### src/rtl/rob_commit_pkg.sv
package rob_commit_pkg;

  localparam int unsigned CAUSE_W = 4;

  typedef enum logic [1:0] {
    RET_IDLE   = 2'd0,
    RET_COMMIT = 2'd1,
    RET_TRAP   = 2'd2
  } retire_e;

endpackage

### src/rtl/rob_commit_ptr.sv
module rob_commit_ptr #(
  parameter  int unsigned DEPTH = 8,
  localparam int unsigned TAG_W = $clog2(DEPTH),
  localparam int unsigned PTR_W = TAG_W + 1
) (
  input  logic             clk_i,
  input  logic             rst_ni,
  input  logic             alloc_i,
  input  logic             retire_i,
  input  logic             trap_i,
  input  logic             flush_i,
  input  logic [TAG_W-1:0] flush_off_i,
  output logic [PTR_W-1:0] head_o,
  output logic [PTR_W-1:0] tail_o,
  output logic [PTR_W-1:0] occ_o,
  output logic             full_o,
  output logic             empty_o
);

  logic [PTR_W-1:0] head_q, head_d, tail_q, tail_d;

  always_comb begin
    head_d = head_q + PTR_W'(retire_i);
    if (trap_i) begin
      tail_d = head_q;
    end else if (flush_i) begin
      // keep the branch slot, cut everything after it
      tail_d = head_q + PTR_W'(flush_off_i) + PTR_W'(1);
    end else begin
      tail_d = tail_q + PTR_W'(alloc_i);
    end
  end

  always_ff @(posedge clk_i or negedge rst_ni) begin
    if (!rst_ni) begin
      head_q <= '0;
      tail_q <= '0;
    end else begin
      head_q <= head_d;
      tail_q <= tail_d;
    end
  end

  assign head_o  = head_q;
  assign tail_o  = tail_q;
  assign occ_o   = tail_q - head_q;
  assign full_o  = (occ_o == PTR_W'(DEPTH));
  assign empty_o = (tail_q == head_q);

endmodule

### src/rtl/rob_commit_lookup.sv
module rob_commit_lookup #(
  parameter  int unsigned DEPTH  = 8,
  parameter  int unsigned REG_W  = 5,
  parameter  int unsigned DATA_W = 32,
  localparam int unsigned TAG_W  = $clog2(DEPTH)
) (
  input  logic [REG_W-1:0]             reg_i,
  input  logic [TAG_W-1:0]             head_i,
  input  logic [DEPTH-1:0]             live_i,
  input  logic [DEPTH-1:0]             we_i,
  input  logic [DEPTH-1:0]             done_i,
  input  logic [DEPTH-1:0]             exc_i,
  input  logic [DEPTH-1:0][REG_W-1:0]  dest_i,
  input  logic [DEPTH-1:0][DATA_W-1:0] data_i,
  output logic                         hit_o,
  output logic                         ready_o,
  output logic [TAG_W-1:0]             tag_o,
  output logic [DATA_W-1:0]            data_o
);

  logic [TAG_W-1:0] idx;

  // walk oldest to youngest, last match wins
  always_comb begin
    hit_o   = 1'b0;
    ready_o = 1'b0;
    tag_o   = '0;
    data_o  = '0;
    idx     = '0;
    for (int k = 0; k < DEPTH; k++) begin
      idx = head_i + TAG_W'(k);
      if (live_i[idx] && we_i[idx] && (dest_i[idx] == reg_i)) begin
        hit_o   = 1'b1;
        ready_o = done_i[idx] && !exc_i[idx];
        tag_o   = idx;
        data_o  = data_i[idx];
      end
    end
  end

endmodule

### src/rtl/rob_commit_buffer.sv
module rob_commit_buffer
  import rob_commit_pkg::*;
#(
  parameter  int unsigned DEPTH  = 8,
  parameter  int unsigned REG_W  = 5,
  parameter  int unsigned DATA_W = 32,
  parameter  int unsigned PC_W   = 32,
  parameter  int unsigned NUM_RD = 2,
  localparam int unsigned TAG_W  = $clog2(DEPTH)
) (
  input  logic                     clk_i,
  input  logic                     rst_ni,
  input  logic                     issue_valid_i,
  input  logic                     issue_we_i,
  input  logic [REG_W-1:0]         issue_dest_i,
  input  logic [PC_W-1:0]          issue_pc_i,
  output logic                     issue_ready_o,
  output logic [TAG_W-1:0]         issue_tag_o,
  input  logic                     wb_valid_i,
  input  logic [TAG_W-1:0]         wb_tag_i,
  input  logic [DATA_W-1:0]        wb_data_i,
  input  logic                     wb_exc_i,
  input  logic [CAUSE_W-1:0]       wb_cause_i,
  input  logic                     flush_valid_i,
  input  logic [TAG_W-1:0]         flush_tag_i,
  input  logic [NUM_RD*REG_W-1:0]  lk_reg_i,
  output logic [NUM_RD-1:0]        lk_hit_o,
  output logic [NUM_RD-1:0]        lk_ready_o,
  output logic [NUM_RD*TAG_W-1:0]  lk_tag_o,
  output logic [NUM_RD*DATA_W-1:0] lk_data_o,
  output logic                     commit_valid_o,
  output logic                     commit_we_o,
  output logic [REG_W-1:0]         commit_dest_o,
  output logic [DATA_W-1:0]        commit_data_o,
  output logic [TAG_W-1:0]         commit_tag_o,
  output logic                     exc_valid_o,
  output logic [CAUSE_W-1:0]       exc_cause_o,
  output logic [PC_W-1:0]          exc_pc_o,
  output logic [TAG_W-1:0]         exc_tag_o
);

  localparam int unsigned PTR_W = TAG_W + 1;

  logic [PTR_W-1:0] head_q, tail_q, occ;
  logic             full, empty;
  logic [TAG_W-1:0] head_idx, tail_idx, flush_off;

  logic [DEPTH-1:0]               vld_q, done_q, exc_q, we_q, squash;
  logic [DEPTH-1:0][REG_W-1:0]    dest_q;
  logic [DEPTH-1:0][PC_W-1:0]     pc_q;
  logic [DEPTH-1:0][DATA_W-1:0]   data_q;
  logic [DEPTH-1:0][CAUSE_W-1:0]  cause_q;

  retire_e ret_kind;
  logic    retire, trap, alloc;

  assign head_idx  = head_q[TAG_W-1:0];
  assign tail_idx  = tail_q[TAG_W-1:0];
  assign flush_off = flush_tag_i - head_idx;

  always_comb begin
    ret_kind = RET_IDLE;
    if (!empty && done_q[head_idx]) begin
      ret_kind = exc_q[head_idx] ? RET_TRAP : RET_COMMIT;
    end
  end

  assign retire        = (ret_kind == RET_COMMIT);
  assign trap          = (ret_kind == RET_TRAP);
  assign issue_ready_o = !full && !trap && !flush_valid_i;
  assign alloc         = issue_valid_i && issue_ready_o;
  assign issue_tag_o   = tail_idx;

  rob_commit_ptr #(
    .DEPTH(DEPTH)
  ) u_ptr (
    .clk_i      (clk_i),
    .rst_ni     (rst_ni),
    .alloc_i    (alloc),
    .retire_i   (retire),
    .trap_i     (trap),
    .flush_i    (flush_valid_i),
    .flush_off_i(flush_off),
    .head_o     (head_q),
    .tail_o     (tail_q),
    .occ_o      (occ),
    .full_o     (full),
    .empty_o    (empty)
  );

  for (genvar g = 0; g < DEPTH; g++) begin : g_ent
    localparam logic [TAG_W-1:0] IDX = TAG_W'(g);

    logic [TAG_W-1:0]   ent_off;
    logic               vld_r, done_r, exc_r, we_r;
    logic [REG_W-1:0]   dest_r;
    logic [PC_W-1:0]    pc_r;
    logic [DATA_W-1:0]  data_r;
    logic [CAUSE_W-1:0] cause_r;

    assign ent_off   = IDX - head_idx;
    // younger than the branch in program order
    assign squash[g] = flush_valid_i && !trap && (ent_off > flush_off);

    always_ff @(posedge clk_i or negedge rst_ni) begin
      if (!rst_ni) begin
        vld_r   <= 1'b0;
        done_r  <= 1'b0;
        exc_r   <= 1'b0;
        we_r    <= 1'b0;
        dest_r  <= '0;
        pc_r    <= '0;
        data_r  <= '0;
        cause_r <= '0;
      end else if (trap) begin
        vld_r <= 1'b0;
      end else if (alloc && (tail_idx == IDX)) begin
        vld_r  <= 1'b1;
        done_r <= 1'b0;
        exc_r  <= 1'b0;
        we_r   <= issue_we_i;
        dest_r <= issue_dest_i;
        pc_r   <= issue_pc_i;
      end else if ((retire && (head_idx == IDX)) || squash[g]) begin
        vld_r <= 1'b0;
      end else if (wb_valid_i && vld_r && (wb_tag_i == IDX)) begin
        done_r  <= 1'b1;
        exc_r   <= wb_exc_i;
        data_r  <= wb_data_i;
        cause_r <= wb_cause_i;
      end
    end

    assign vld_q[g]   = vld_r;
    assign done_q[g]  = done_r;
    assign exc_q[g]   = exc_r;
    assign we_q[g]    = we_r;
    assign dest_q[g]  = dest_r;
    assign pc_q[g]    = pc_r;
    assign data_q[g]  = data_r;
    assign cause_q[g] = cause_r;
  end

  for (genvar p = 0; p < NUM_RD; p++) begin : g_lk
    rob_commit_lookup #(
      .DEPTH (DEPTH),
      .REG_W (REG_W),
      .DATA_W(DATA_W)
    ) u_lk (
      .reg_i  (lk_reg_i[p*REG_W +: REG_W]),
      .head_i (head_idx),
      .live_i (vld_q),
      .we_i   (we_q),
      .done_i (done_q),
      .exc_i  (exc_q),
      .dest_i (dest_q),
      .data_i (data_q),
      .hit_o  (lk_hit_o[p]),
      .ready_o(lk_ready_o[p]),
      .tag_o  (lk_tag_o[p*TAG_W +: TAG_W]),
      .data_o (lk_data_o[p*DATA_W +: DATA_W])
    );
  end

  assign commit_valid_o = retire;
  assign commit_we_o    = we_q[head_idx];
  assign commit_dest_o  = dest_q[head_idx];
  assign commit_data_o  = data_q[head_idx];
  assign commit_tag_o   = head_idx;

  assign exc_valid_o = trap;
  assign exc_cause_o = cause_q[head_idx];
  assign exc_pc_o    = pc_q[head_idx];
  assign exc_tag_o   = head_idx;

endmodule

### config.mk
export PLATFORM = sky130hd
export DESIGN_NAME = rob_commit_buffer
export DESIGN_NICKNAME = d
export VERILOG_FILES = /design/src/rtl/rob_commit_pkg.sv /design/src/rtl/rob_commit_ptr.sv /design/src/rtl/rob_commit_lookup.sv /design/src/rtl/rob_commit_buffer.sv
export SDC_FILE = /design/constraint.sdc
export NUM_CORES = 2
export LEC_CHECK = 0
export ABC_AREA = 1
export BUFFER_PORTS_ARGS = -buffer_cell sky130_fd_sc_hd__buf_2
export CAP_MARGIN = 0
export CORE_MARGIN = 8
export CORE_UTILIZATION = 52
export DETAILED_ROUTE_END_ITERATION = 10
export PLACE_DENSITY_LB_ADDON = 0.12
export RECOVER_POWER = 50
export SLEW_MARGIN = 20
export SYNTH_ARGS = -nofsm -noshare
export SYNTH_HDL_FRONTEND = slang
export SYNTH_SLANG_ARGS = --single-unit
### constraint.sdc
create_clock -name clk_i -period 15.8 [get_ports clk_i]
set_input_delay 1.58 -clock clk_i [delete_from_list [all_inputs] [get_ports clk_i]]
set_output_delay 1.58 -clock clk_i [all_outputs]
set_load 0.05 [all_outputs]
==> results.md <==
- Avg WL per Cell: 20.3 µm
- Main synth FF type: sky130_fd_sc_hd__dfrtp_1
- Highest net fanout along the worst path: 78
- Setup repair after global routing missed its margin: no
- Root cell of the clock tree: sky130_fd_sc_hd__clkbuf_16
- Max Clock Skew: approximately 0.036 ns
- Post-synth top area share: approximately 36%
- Total setup violations reported at the end of the flow: 0
- Stages on worst setup path: 12
- Wirelength, routed: approximately 160000 µm
- Biggest cell delay along the critical path: between 2 and 3 ns
- Total Die Area: ~94000 µm²
- I/O Buffers: ~260
- Net count of the mapped netlist: ~7100
- Final total negative setup slack: 0 ns
- Detail Route Antenna Nets: 0
- Synthesis-to-finish area growth: 8.14%
- Path type of the worst min-delay path: flop to flop
- Die Wd: 306 µm
- Shortest clock period the worst path allows after layout: between 10 and 15 ns
- Final Wtd Congestion: just under 1
- Number of I/O pins: approximately 260
- Placeable core region: between 80000 and 90000 µm²
- Total count of hold-check failures in the final report: 0
- Asr flop ratio synth: 100%
- Arrival time reported for the critical path endpoint: between 10 and 15 ns
- Share of the synthesized area in compound gates (AO/OA/AOI/OAI): between 10% and 20%
- All-Layer GR Usage: around 34%
- CTS Hold Buffers Added: 0
- Count leader, synth: sky130_fd_sc_hd__nand2_1
- Outcome: complete, but fails checks
- Post-route fraction of the period consumed by the critical path: 70.8%
- Synth unique cells: between 40 and 50
- Layout cells sized above 1: about 7.5%
- Maximum clock rate: 0.0893 GHz
- Combinational family with the most area after synthesis: simple AND/OR/NAND/NOR gates
- Worst-case clock buffer depth: 3
- HPWL reported at the end of detailed placement: roughly 100000 µm
- Synthesis warning total: 0
- Crit path capture type: flop
- Most Frequent Cell on Critical Path: sky130_fd_sc_hd__clkbuf_1
- CP Buf/Inv Count: 5
- Starting utilization of the core area: a little over half
- Max H-tree Level: 3
- Req. time, crit path: between 15 and 20 ns
- Worst slew margin relative to its limit: -275%
- Clock tree from TritonCTS: built
- Average via count per standard cell: a little under 6
- Total number of placement rows: approximately 110
- Post-synthesis register bit count: 624
- Number of stages on the worst hold path: 2
- Kind of start point of the critical path: flop
- Wire length of the first global-routing pass: around 250000 µm
- Syn Area/Cell: approximately 6.3 µm²
- Clock latency on the worst-skew pair: about 0.65 ns
- Top Family by Delay on Critical Path: buffers and inverters
- Die extent in y: a little over 300 µm
- Cts repair resizes: 0
- Cell Chain, Critical Path: clkbuf_1 -> inv_6 -> clkbuf_1 -> o21ai_0 -> nor2_1 -> nor3_1 -> nand2_1 -> inv_1 -> nand4_4 -> clkbuf_1 -> o31ai_1 -> o21ai_0
- Drt initial violations: around 5800
- Via count of the first global-routing pass: about 42000
- Synthesized area: 43700 µm²
- Gate count after technology mapping: 6945
- Number of buffers inserted during clock tree synthesis: 74
- Slew @ Worst Pin: roughly 5.6 ns
- Cells taking the most area after synthesis: sky130_fd_sc_hd__dfrtp_1 36%, sky130_fd_sc_hd__nand2_1 20%, sky130_fd_sc_hd__o21ai_0 15%
- Drc violations: 0
- Setup CP Type: flop to flop
- Mux contribution to synthesized area: under 10%
- Cell type with the highest aggregate area in the netlist: sky130_fd_sc_hd__dfrtp_1
- Number of max-slew violations in the final report: roughly 1300
- Sequential fraction of the synthesis area: between 30% and 40%
- Adder and majority cell fraction of the synthesized area: less than 1%
- Clock tree sinks: around 620
- Number of detailed-route iterations in the first pass: 6
- Violations in the final reports: capacitance limit, slew limit
- Pin count of the biggest net entering global routing: 219
- Global-route congestion overflow total: 0
- Fraction of synthesized cell area in xor and xnor cells: less than 1%
- Slowest library cell on the worst path: sky130_fd_sc_hd__clkbuf_1
- Number of cells traversed by the worst register-to-register path: 12
- CTS clock-pin slew for the worst setup and hold paths: 0.06 ns
- EDFF count, synth: 0
- Setup bufs post-CTS: 0
- Initial antenna violation count: 19
- Routed vias: 46400
- Max capacitance violation total: 18
- Net count of the finished layout: about 7000
- Simple-gate share of the synthesized area: between 30 and 40%
- Cell types with the highest counts after synthesis: 2376 x sky130_fd_sc_hd__nand2_1, 1327 x sky130_fd_sc_hd__o21ai_0, 654 x sky130_fd_sc_hd__nor2_1
==> flip-flops by register name, indices dropped and copies added, names as in the netlist <==
signal,count
g_ent.cause_r,32
g_ent.data_r,256
g_ent.dest_r,40
g_ent.done_r,8
g_ent.exc_r,8
g_ent.pc_r,256
g_ent.vld_r,8
g_ent.we_r,8
u_ptr.head_o,4
u_ptr.tail_o,4
==> tightest hold or removal path: stages (launching register included) <==
cell	delay, ns
sky130_fd_sc_hd__dfrtp_1	0.34
sky130_fd_sc_hd__nand2_1	0.05
sky130_fd_sc_hd__o21ai_0	0.06
==> layer usage <==
layer,vias up,global-route usage (%),wire length (µm)
li1,22200,-,-
met1,21400,47.4,68900
met2,2399,50.2,68800
met3,393,8.41,19000
met4,12,11.0,5250
met5,-,0,83
==> cell usage in the layout, fill, tap and decap left out, types with 5 or more instances in the layout <==
cell type	instances
sky130_fd_sc_hd__o22ai_1	50
sky130_fd_sc_hd__bufinv_16	5
sky130_fd_sc_hd__or2_2	41
sky130_fd_sc_hd__diode_2	11
sky130_fd_sc_hd__inv_2	11
sky130_fd_sc_hd__ha_1	23
sky130_fd_sc_hd__nand2_2	12
sky130_fd_sc_hd__buf_2	250
sky130_fd_sc_hd__nor2_1	654
sky130_fd_sc_hd__inv_1	438
sky130_fd_sc_hd__a211oi_1	6
sky130_fd_sc_hd__o221ai_1	6
sky130_fd_sc_hd__o21ai_1	43
sky130_fd_sc_hd__buf_4	48
sky130_fd_sc_hd__dfrtp_1	622
sky130_fd_sc_hd__nor2_2	5
sky130_fd_sc_hd__nand4_1	12
sky130_fd_sc_hd__clkbuf_8	19
sky130_fd_sc_hd__nor3_1	14
sky130_fd_sc_hd__a21oi_1	121
sky130_fd_sc_hd__xor2_1	34
sky130_fd_sc_hd__nor2_4	7
sky130_fd_sc_hd__nand2_1	2370
sky130_fd_sc_hd__clkbuf_16	76
sky130_fd_sc_hd__clkinv_1	5
sky130_fd_sc_hd__clkinv_2	11
sky130_fd_sc_hd__nand3_2	8
sky130_fd_sc_hd__nand3b_1	14
sky130_fd_sc_hd__o21ai_0	1324
sky130_fd_sc_hd__a31oi_1	64
sky130_fd_sc_hd__mux2i_1	69
sky130_fd_sc_hd__o211ai_1	6
sky130_fd_sc_hd__nand3_1	446
sky130_fd_sc_hd__clkbuf_1	36
==> worst paths after layout <==
kind                                   start             endpoint  slack, ns
setup / recovery             u_ptr.head_o[2]      g_ent[2].done_r       4.61
hold / removal             g_ent[1].pc_r[21]    g_ent[1].pc_r[21]       0.48
setup reg to reg             u_ptr.head_o[2]      g_ent[2].done_r       4.61
hold reg to reg            g_ent[1].pc_r[21]    g_ent[1].pc_r[21]       0.48
max in group asynchronous             rst_ni  g_ent[3].data_r[10]       5.21
min in group asynchronous             rst_ni    g_ent[3].pc_r[19]       2.98
==> layout make-up <==
cell class	count	area [µm²]
fill	8333	36100
multi-input combinational	5354	24200
sequential	624	15600
clock buffer	110	2220
timing repair buffer	323	1760
inverter	459	1750
tap	1080	1350
clock inverter	23	335
antenna	11	27.5
==> metrics by stage <==
stage / std cells / utilization [%] / hold WS (ns) / setup slack [ns] / area, µm²
2_1_floorplan: 6945 / - / 0.448 / 9.09 / 43700
3_3_place_gp: 7840 / 53.7 / 0.461 / 7.75 / 44800
3_5_place_dp: 7840 / 53.7 / 0.467 / 7.66 / 44800
4_1_cts: 7973 / 56.8 / 0.482 / 6.98 / 47400
5_1_grt: 7978 / 56.7 / 0.493 / 3.50 / 47300
6_report: 7984 / 56.7 / 0.480 / 4.61 / 47300
==> logic make-up after synthesis <==
kind of cell	Yosys count
flip-flops	624
XOR/XNOR	35
AO/OA/AOI/OAI	1629
AND/OR/NAND/NOR	3591
adder cells (fa/ha/maj)	30
multiplexers	69
buffers and inverters	967
Power is left out: the tool's default activity adds up to more than one toggle a clock period on the data nets, which glitch-free logic cannot reach.
